## src/rtl/gf2m_pkg.sv

```systemverilog
package gf2m_pkg;
    // Default field degree and digit width of the multiplier scan.
    localparam int FIELD_BITS = 83;
    localparam int DIGIT_BITS = 12;

    // Number of digit steps needed to cover a k-bit multiplier.
    function automatic int digit_steps(input int k, input int d);
        return (k + d - 1) / d;
    endfunction
endpackage

```

## src/rtl/gf2m_digit_mul.sv

```systemverilog
// Carry-free product of a k-bit polynomial with one d-bit digit.
module gf2m_digit_mul #(
    parameter int K   = gf2m_pkg::FIELD_BITS,
    parameter int DIG = gf2m_pkg::DIGIT_BITS
) (
    input  logic [K-1:0]       a,
    input  logic [DIG-1:0]     digit,
    output logic [K+DIG-2:0]   pp
);
    localparam int PW = K + DIG - 1;

    logic [PW-1:0] term [DIG];

    for (genvar j = 0; j < DIG; j++) begin : g_term
        assign term[j] = digit[j] ? ({{(DIG-1){1'b0}}, a} << j) : '0;
    end

    always_comb begin
        pp = '0;
        for (int j = 0; j < DIG; j++) begin
            pp = pp ^ term[j];
        end
    end
endmodule

```

## src/rtl/gf2m_reduce.sv

```systemverilog
// Folds a (k+d)-bit polynomial below degree k, one top bit at a time,
// using the low coefficients of a monic degree-k polynomial.
module gf2m_reduce #(
    parameter int K   = gf2m_pkg::FIELD_BITS,
    parameter int DIG = gf2m_pkg::DIGIT_BITS
) (
    input  logic [K+DIG-1:0] w,
    input  logic [K-1:0]     plow,
    output logic [K-1:0]     r
);
    logic [K+DIG-1:0] acc;

    always_comb begin
        acc = w;
        for (int j = DIG - 1; j >= 0; j--) begin
            if (acc[K+j]) begin
                acc[j +: K] = acc[j +: K] ^ plow;
                acc[K+j]    = 1'b0;
            end
        end
        r = acc[K-1:0];
    end
endmodule

```

## src/rtl/gf2m_mac.sv

```systemverilog
// Digit-serial A*(B+D)+C mod P over GF(2^K), most significant digit first.
module gf2m_mac #(
    parameter int K   = gf2m_pkg::FIELD_BITS,
    parameter int DIG = gf2m_pkg::DIGIT_BITS
) (
    input  logic         clk,
    input  logic         rst_n,
    input  logic         start,
    input  logic [K-1:0] op_a,
    input  logic [K-1:0] op_b,
    input  logic [K-1:0] op_c,
    input  logic [K-1:0] op_d,
    input  logic [K-1:0] op_p,
    output logic         busy,
    output logic         done,
    output logic [K-1:0] result
);
    localparam int NDIG = gf2m_pkg::digit_steps(K, DIG);
    localparam int MW   = NDIG * DIG;
    localparam int CW   = $clog2(NDIG + 1);
    localparam logic [CW-1:0] LAST_IDX = CW'(NDIG - 1);

    typedef struct packed {
        logic          busy;
        logic          done;
        logic [CW-1:0] left;
        logic [K-1:0]  a;
        logic [K-1:0]  c;
        logic [K-1:0]  p;
        logic [MW-1:0] m;
        logic [K-1:0]  z;
        logic [K-1:0]  res;
    } mac_state_t;

    mac_state_t st_d, st_q;

    logic [DIG-1:0]     cur_digit;
    logic [K+DIG-2:0]   part_prod;
    logic [K+DIG-1:0]   step_sum;
    logic [K-1:0]       z_next;

    assign cur_digit = st_q.m[MW-1 -: DIG];

    gf2m_digit_mul #(.K(K), .DIG(DIG)) u_pp (
        .a     (st_q.a),
        .digit (cur_digit),
        .pp    (part_prod)
    );

    // Shift the accumulator up one digit and add the new partial product.
    assign step_sum = {st_q.z, {DIG{1'b0}}} ^ {1'b0, part_prod};

    gf2m_reduce #(.K(K), .DIG(DIG)) u_red (
        .w    (step_sum),
        .plow (st_q.p),
        .r    (z_next)
    );

    always_comb begin
        st_d      = st_q;
        st_d.done = 1'b0;
        if (!st_q.busy) begin
            if (start) begin
                st_d.busy         = 1'b1;
                st_d.left         = LAST_IDX;
                st_d.a            = op_a;
                st_d.c            = op_c;
                st_d.p            = op_p;
                st_d.m            = '0;
                st_d.m[K-1:0]     = op_b ^ op_d;
                st_d.z            = '0;
            end
        end else begin
            st_d.z = z_next;
            st_d.m = st_q.m << DIG;
            if (st_q.left == '0) begin
                st_d.busy = 1'b0;
                st_d.done = 1'b1;
                st_d.res  = z_next ^ st_q.c;
            end else begin
                st_d.left = st_q.left - 1'b1;
            end
        end
    end

    always_ff @(posedge clk or negedge rst_n) begin
        if (!rst_n) begin
            st_q <= '0;
        end else begin
            st_q <= st_d;
        end
    end

    assign busy   = st_q.busy;
    assign done   = st_q.done;
    assign result = st_q.res;
endmodule

```

## config.mk

```make
export PLATFORM = sky130hd
export DESIGN_NAME = gf2m_mac
export DESIGN_NICKNAME = d
export VERILOG_FILES = /design/src/rtl/gf2m_pkg.sv /design/src/rtl/gf2m_digit_mul.sv /design/src/rtl/gf2m_reduce.sv /design/src/rtl/gf2m_mac.sv
export SDC_FILE = /design/constraint.sdc
export NUM_CORES = 2
export LEC_CHECK = 0
export BUFFER_PORTS_ARGS = -buffer_cell sky130_fd_sc_hd__buf_2
export CORE_UTILIZATION = 25
export CTS_CLUSTER_SIZE = 8
export DETAILED_ROUTE_END_ITERATION = 8
export PLACE_DENSITY_LB_ADDON = 0.05
export SYNTH_ARGS = -nofsm -noshare
export SYNTH_HDL_FRONTEND = slang
export SYNTH_SLANG_ARGS = --single-unit
```

## constraint.sdc

```tcl
create_clock -name clk -period 9.9 [get_ports clk]
set_clock_uncertainty 0.2 [all_clocks]
set_input_delay 0.99 -clock clk [delete_from_list [all_inputs] [get_ports clk]]
set_output_delay 0.99 -clock clk [all_outputs]
set_load 0.1 [all_outputs]
```

# After elaboration in Yosys (flattened, before gate mapping)
# Cells that the tools add are included.
# Widths: inputs -> output; s select.
dict set report word_totals {
  register_bits 504
  out_inout_bits 85
  wordCells 75
}
dict set report classes {
  add_sub_neg 1
  n_eq_ne 1
  mux 32
  bitwise_logic 27
  n_reduce_logical 5
}
# operator count
set ops {}
lappend ops {{$xor 83x83->83} 14}
lappend ops {{$mux 83} 13}
lappend ops {{$xor 94x94->94} 6}
lappend ops {{$mux 419} 1}
lappend ops {{$mux 167} 1}
lappend ops {{$xor 95x94->95} 1}
lappend ops {{$mux 94} 1}
lappend ops {{$xor 94x88->94} 1}
lappend ops {{$xor 94x90->94} 1}
lappend ops {{$xor 94x91->94} 1}
lappend ops {{$xor 94x92->94} 1}
lappend ops {{$xor 94x93->94} 1}
lappend ops {{$mux 93} 1}
lappend ops {{$mux 92} 1}
lappend ops {{$mux 91} 1}
lappend ops {{$mux 90} 1}
lappend ops {{$mux 89} 1}
lappend ops {{$mux 88} 1}
lappend ops {{$mux 87} 1}
lappend ops {{$mux 86} 1}
lappend ops {{$mux 85} 1}
lappend ops {{$mux 84} 1}
lappend ops {{$mux 3} 2}
lappend ops {{$reduce_and 2->1} 3}
lappend ops {{other kinds (7)} 9}

# Logic depth before layout (Yosys ltp)
dict set report logic_depth {
  depth_word 38
  mapped_depth 24
  depth_no_buf 18
}

# By module
# From an unflattened synthesis, not the netlist that was laid out.
dict set report hier_totals {
  hier_cells 6914
  area_unflattened_um2 52285.1
}
# module instances cells_per_inst area_each_um2 seq_area_each_um2
set by_module_without_submodules {}
lappend by_module_without_submodules {gf2m_mac 1 2140 21536.9 12612.1}
lappend by_module_without_submodules {gf2m_reduce 1 2763 17658.2 0.0}
lappend by_module_without_submodules {gf2m_digit_mul 1 2011 13090.1 0.0}

# Least setup slack after synthesis
# OpenSTA, ideal clock, no wires.
dict set report synth_path {
  kind {register to register}
  from {register st_q[165] in the netlist's numbering}
  to {register st_q, in the netlist result[13]}
  t_arrival_ns 5.324
  t_required_ns 9.575
  setup_slack_ns 4.252
  stages_incl_launch_ff 22
  path_buffers 3
  period_less_slack_ns 5.648
  path_cell_list {dfrtp_1 > buf_2 > nand2_1 > xnor3_1 > xnor2_1 > xnor2_2 > xor2_2 > xnor3_1 > a211o_1 > a311oi_2 > or2_2 > xor2_2 > xor2_1 > mux2i_1 > o22ai_1 > xor2_1 > clkbuf_1 > clkbuf_1 > nand2_1 > xnor3_1 > xor3_1 > mux2_2}
}
dict set report synth_between {
  elab_chain_cells 25
}
# element line_no
set synth_lines {}
lappend synth_lines {{start: declaration} gf2m_mac.sv:35} ;# mac_state_t st_d, st_q;
lappend synth_lines {{start signal: assignment} gf2m_mac.sv:90} ;# st_q <= st_d;
lappend synth_lines {{$xor 95x94->95 *} gf2m_mac.sv:51} ;# assign step_sum = {st_q.z, {DIG{1'b0}}} ^ {1'b0, part_prod};
lappend synth_lines {{$mux 83 *} gf2m_reduce.sv:16} ;# if (acc[K+j]) begin
lappend synth_lines {{$xor 83x83->83} gf2m_reduce.sv:17} ;# acc[j +: K] = acc[j +: K] ^ plow;
lappend synth_lines {{$mux 83 *} gf2m_reduce.sv:16}
lappend synth_lines {{$xor 83x83->83} gf2m_reduce.sv:17}
lappend synth_lines {{$mux 83 *} gf2m_reduce.sv:16}
lappend synth_lines {{$xor 83x83->83} gf2m_reduce.sv:17}
lappend synth_lines {{$mux 83 *} gf2m_reduce.sv:16}
lappend synth_lines {{[... 9 more ...]} -}
lappend synth_lines {{$mux 83 *} gf2m_reduce.sv:16}
lappend synth_lines {{$xor 83x83->83} gf2m_reduce.sv:17}
lappend synth_lines {{$mux 83 *} gf2m_reduce.sv:16}
lappend synth_lines {{$xor 83x83->83} gf2m_reduce.sv:17}
lappend synth_lines {{$mux 83 *} gf2m_reduce.sv:16}
lappend synth_lines {{$xor 83x83->83} gf2m_reduce.sv:17}
lappend synth_lines {{$mux 83 *} gf2m_reduce.sv:16}
lappend synth_lines {{$xor 83x83->83 *} gf2m_mac.sv:79} ;# st_d.res = z_next ^ st_q.c;
# Mark *: on every way between the ends. The rest lies on a longest branch, timed or not.
# A chain may end at the register's enable or synchronous reset.

# Worst setup path after layout
dict set report layout_path {
  from {register st_q, in the netlist cur_digit[11]}
  to {register st_q, in the netlist result[42]}
}
dict set report layout_between {
  elab_chain_cells 28
}
# element line_no
set layout_lines {}
lappend layout_lines {{$mux 94 *} gf2m_digit_mul.sv:15} ;# assign term[j] = digit[j] ? ({{(DIG-1){1'b0}}, a} << j) : '0;
lappend layout_lines {{$xor 94x94->94 *} gf2m_digit_mul.sv:21} ;# pp = pp ^ term[j];
lappend layout_lines {{$xor 95x94->95 *} gf2m_mac.sv:51}
lappend layout_lines {{$xor 83x83->83} gf2m_reduce.sv:17}
lappend layout_lines {{$mux 83 *} gf2m_reduce.sv:16}
lappend layout_lines {{$xor 83x83->83} gf2m_reduce.sv:17}
lappend layout_lines {{$mux 83 *} gf2m_reduce.sv:16}
lappend layout_lines {{$xor 83x83->83} gf2m_reduce.sv:17}
lappend layout_lines {{[... 12 more ...]} -}
lappend layout_lines {{$mux 83 *} gf2m_reduce.sv:16}
lappend layout_lines {{$xor 83x83->83} gf2m_reduce.sv:17}
lappend layout_lines {{$mux 83 *} gf2m_reduce.sv:16}
lappend layout_lines {{$xor 83x83->83} gf2m_reduce.sv:17}
lappend layout_lines {{$mux 83 *} gf2m_reduce.sv:16}
lappend layout_lines {{$xor 83x83->83} gf2m_reduce.sv:17}
lappend layout_lines {{$mux 83 *} gf2m_reduce.sv:16}
lappend layout_lines {{$xor 83x83->83 *} gf2m_mac.sv:79}
# Marked as above.

==> metrics.yaml <==
floorplan:
  die_y_um: 456
  die_area_mm2: 0.208
  core.rowCount: 166
  coreArea_mm2: 0.205
  num_io_pins: 503
  initial_utilization: 0.252
  die_x_um: 456
worst_setup_path:
  cp_cell_sequence: "and2_1, xnor3_4, buf_4, nand2_1, xnor3_1, and3b_1, a211oi_1, o211ai_1, and3_1, xnor2_1, xnor2_1, xor2_4, nand2b_4, buf_4, o21ai_0, a22o_1, a32oi_1, xnor3_1, xor3_1, mux2_2"
  crit_buf_inv: 2
  rr_startpoint: "cur_digit[11]"
  start_kind: "register"
  reg2reg_depth: 20
  r2r_slack_ps: 1690
  path_class: "reg2reg"
  crit_path_top_delay_cell: "nand2b_4"
  crit_fanout: 69
  arrival_ps: 8610
  critPathRequiredTime_ps: 10300
  cp-end-kind: "register"
  reg2reg_to: "result[42]"
  cp_slowest_stage_delay_ps: 940
  path_delay_family: "XOR/XNOR gates"
layout:
  drive_gt1_frac: 0.167
  nNetsFinal: 6709
  n_fill_cell: 21900
  final_common_cell: "nand2_1"
  final_cell_mix: "2126 x nand2_1, 1402 x xnor2_1, 500 x buf_2"
  syn_to_final_growth_pct: 12.6
sta:
  max_freq_mhz: 122
  maxSlewViolCount: 0
  finalCritPeriodShare: 0.829
  setup_viol: 0
  rsz0062_at_grt: "false"
  setup_tns_ps: 0
  finalCriticalPeriod_ps: 8210
  max_slew_margin: 0.233
  worstMarginPinSlew_ps: 1150
  final_hold_viol_count: 0
clock_network:
  clock-sinks: 504
  cts_buffers: 81
  clockBufferDepth: 3
  cts_tree: "built"
  cts_setup_buffers: 0
  htreeDepth: 3
  clk_latency_ps: 750
  cts_resized: 0
  cts-root-buf: "clkbuf_16"
  holdBufCountCts: 0
  cts.clk_slew.worst_paths_ps: 60
global_routing:
  grt_pass1_vias: 41200
  grt_pass1_wl_um: 297000
  grtUsageTotal: 0.190
  grt_max_degree: 188
  grt_antenna_before_repair: 9
  grt.overflow.total: 0
run:
  max_cap_violations: 0
synth:
  netlist_instances: 6299
  ys_seq_area_frac: 0.245
  synthFlopType: "dfrtp_1"
  synth_edf_count: 0
  synth_cell_types: 52
  post-synth-top-area-cell: "dfrtp_1"
  syn_area_mm2: 0.0515
  netlist_top_cells_area: "dfrtp_1 24%, xnor2_1 24%, nand2_1 15%"
  synth_top_cell_area_share: 0.245
  async_reset_ff_frac: 1.00
  yosys_warnings: 0
  synth_area_per_cell_um2: 8.18
  ys_ff_latch: 504
  syn_nets: 6719
place:
  io_buffers: 502
  place.gp.congestion: 0.757
  dp_hpwl_um: 133000
routing:
  via_per_inst: 4.50
  drt-initial-drc-count: 2416
  route.detailed.drc: 0
  wl_per_cell_um: 22.1
  vias: 40500
  routed_wirelength_um: 200000
  ant_nets: 0
  dr.pass1.iters: 6
worst_hold_path:
  holdCritPathClass: "in2async"
status:
  status: "finished, final reports clean"
-- stage by stage --
stage               cells  utilization  cell area (um2)  worst slack [ps]  hold slack (ps)
floorplan            6299            -            51500              4250              245
global placement     8894        0.271            55500              1790              265
detailed placement   8894        0.271            55500              1680              268
CTS                  9017        0.283            58000              1580             18.6
global route         9018        0.283            58000              1080             39.1
finish               9019        0.283            58000              1690             38.1
-- layer usage --
metal / share of wire / vias up / track usage
met2: 0.47 / 789 / 0.317
met4: 0.018 / 2 / 0.0381
met5: 0.000065 / - / 0
li1: - / 19800 / -
met3: 0.033 / 153 / 0.0224
met1: 0.48 / 19800 / 0.261
-- worst max path at each step --
| stage | start | end | slack (ps) | cells after the start |
|---|---|---|---|---|
| 6_report | cur_digit[11] | result[42] | 1690 | 20 |
| 5_1_grt | cur_digit[11] | result[45] | 1080 | 20 |
| 4_1_cts | cur_digit[11] | result[19] | 1580 | 21 |
| 3_5_place_dp | cur_digit[11] | result[19] | 1680 | 21 |
| 3_3_place_gp | cur_digit[11] | result[48] | 1790 | 20 |
| 2_1_floorplan | st_q[165] | result[13] | 4250 | 21 |
-- area by class of cell --
| type | instances | area [um2] | share of cell area |
|---|---|---|---|
| timing repair buffer | 598 | 3350 | 0.0577 |
| inverter | 9 | 36.3 | 0.000625 |
| tap | 2688 | 3360 | 0.0580 |
| sequential | 504 | 12700 | 0.218 |
| antenna | 2 | 5.00 | 0.0000862 |
| clock inverter | 18 | 370 | 0.00638 |
| clock buffer | 105 | 2180 | 0.0375 |
| multi-input combinational | 5095 | 36100 | 0.621 |
-- cells by family after synthesis --
family / Yosys count / synth area share
muxes: 321 / 0.0700
xor gates and xnor gates: 1983 / 0.387
and+or+nand+nor: 2178 / 0.160
adders and majority gates: 2 / 0.000486
AOI/OAI and AO/OA: 611 / 0.0796
DFF: 504 / 0.245
buffers and inverters: 700 / 0.0578
-- state kept, by name (all words and copies together) (netlist names) --
name       flops
st_q         407
result        83
cur_digit     12
done           1
busy           1
-- synthesized netlist by cell type (3+ instances only) --
cell type	instances
a211oi_1	16
a21oi_1	5
a22o_1	162
a32oi_1	79
and2_1	4
buf_1	95
buf_2	30
buf_4	84
clkbuf_1	482
dfrtp_1	504
inv_1	8
mux2_2	317
mux2i_1	4
nand2_1	2126
nand2b_1	4
nand3_1	10
nor2_1	19
o211a_1	3
o211ai_1	6
o21ai_0	315
o21ai_1	6
o31ai_1	3
xnor2_1	1403
xnor3_1	92
xor2_1	398
xor2_2	4
xor3_1	83
Power is not shown: default switching activity piles up to over one toggle a cycle in this logic, so the estimate is an artifact.
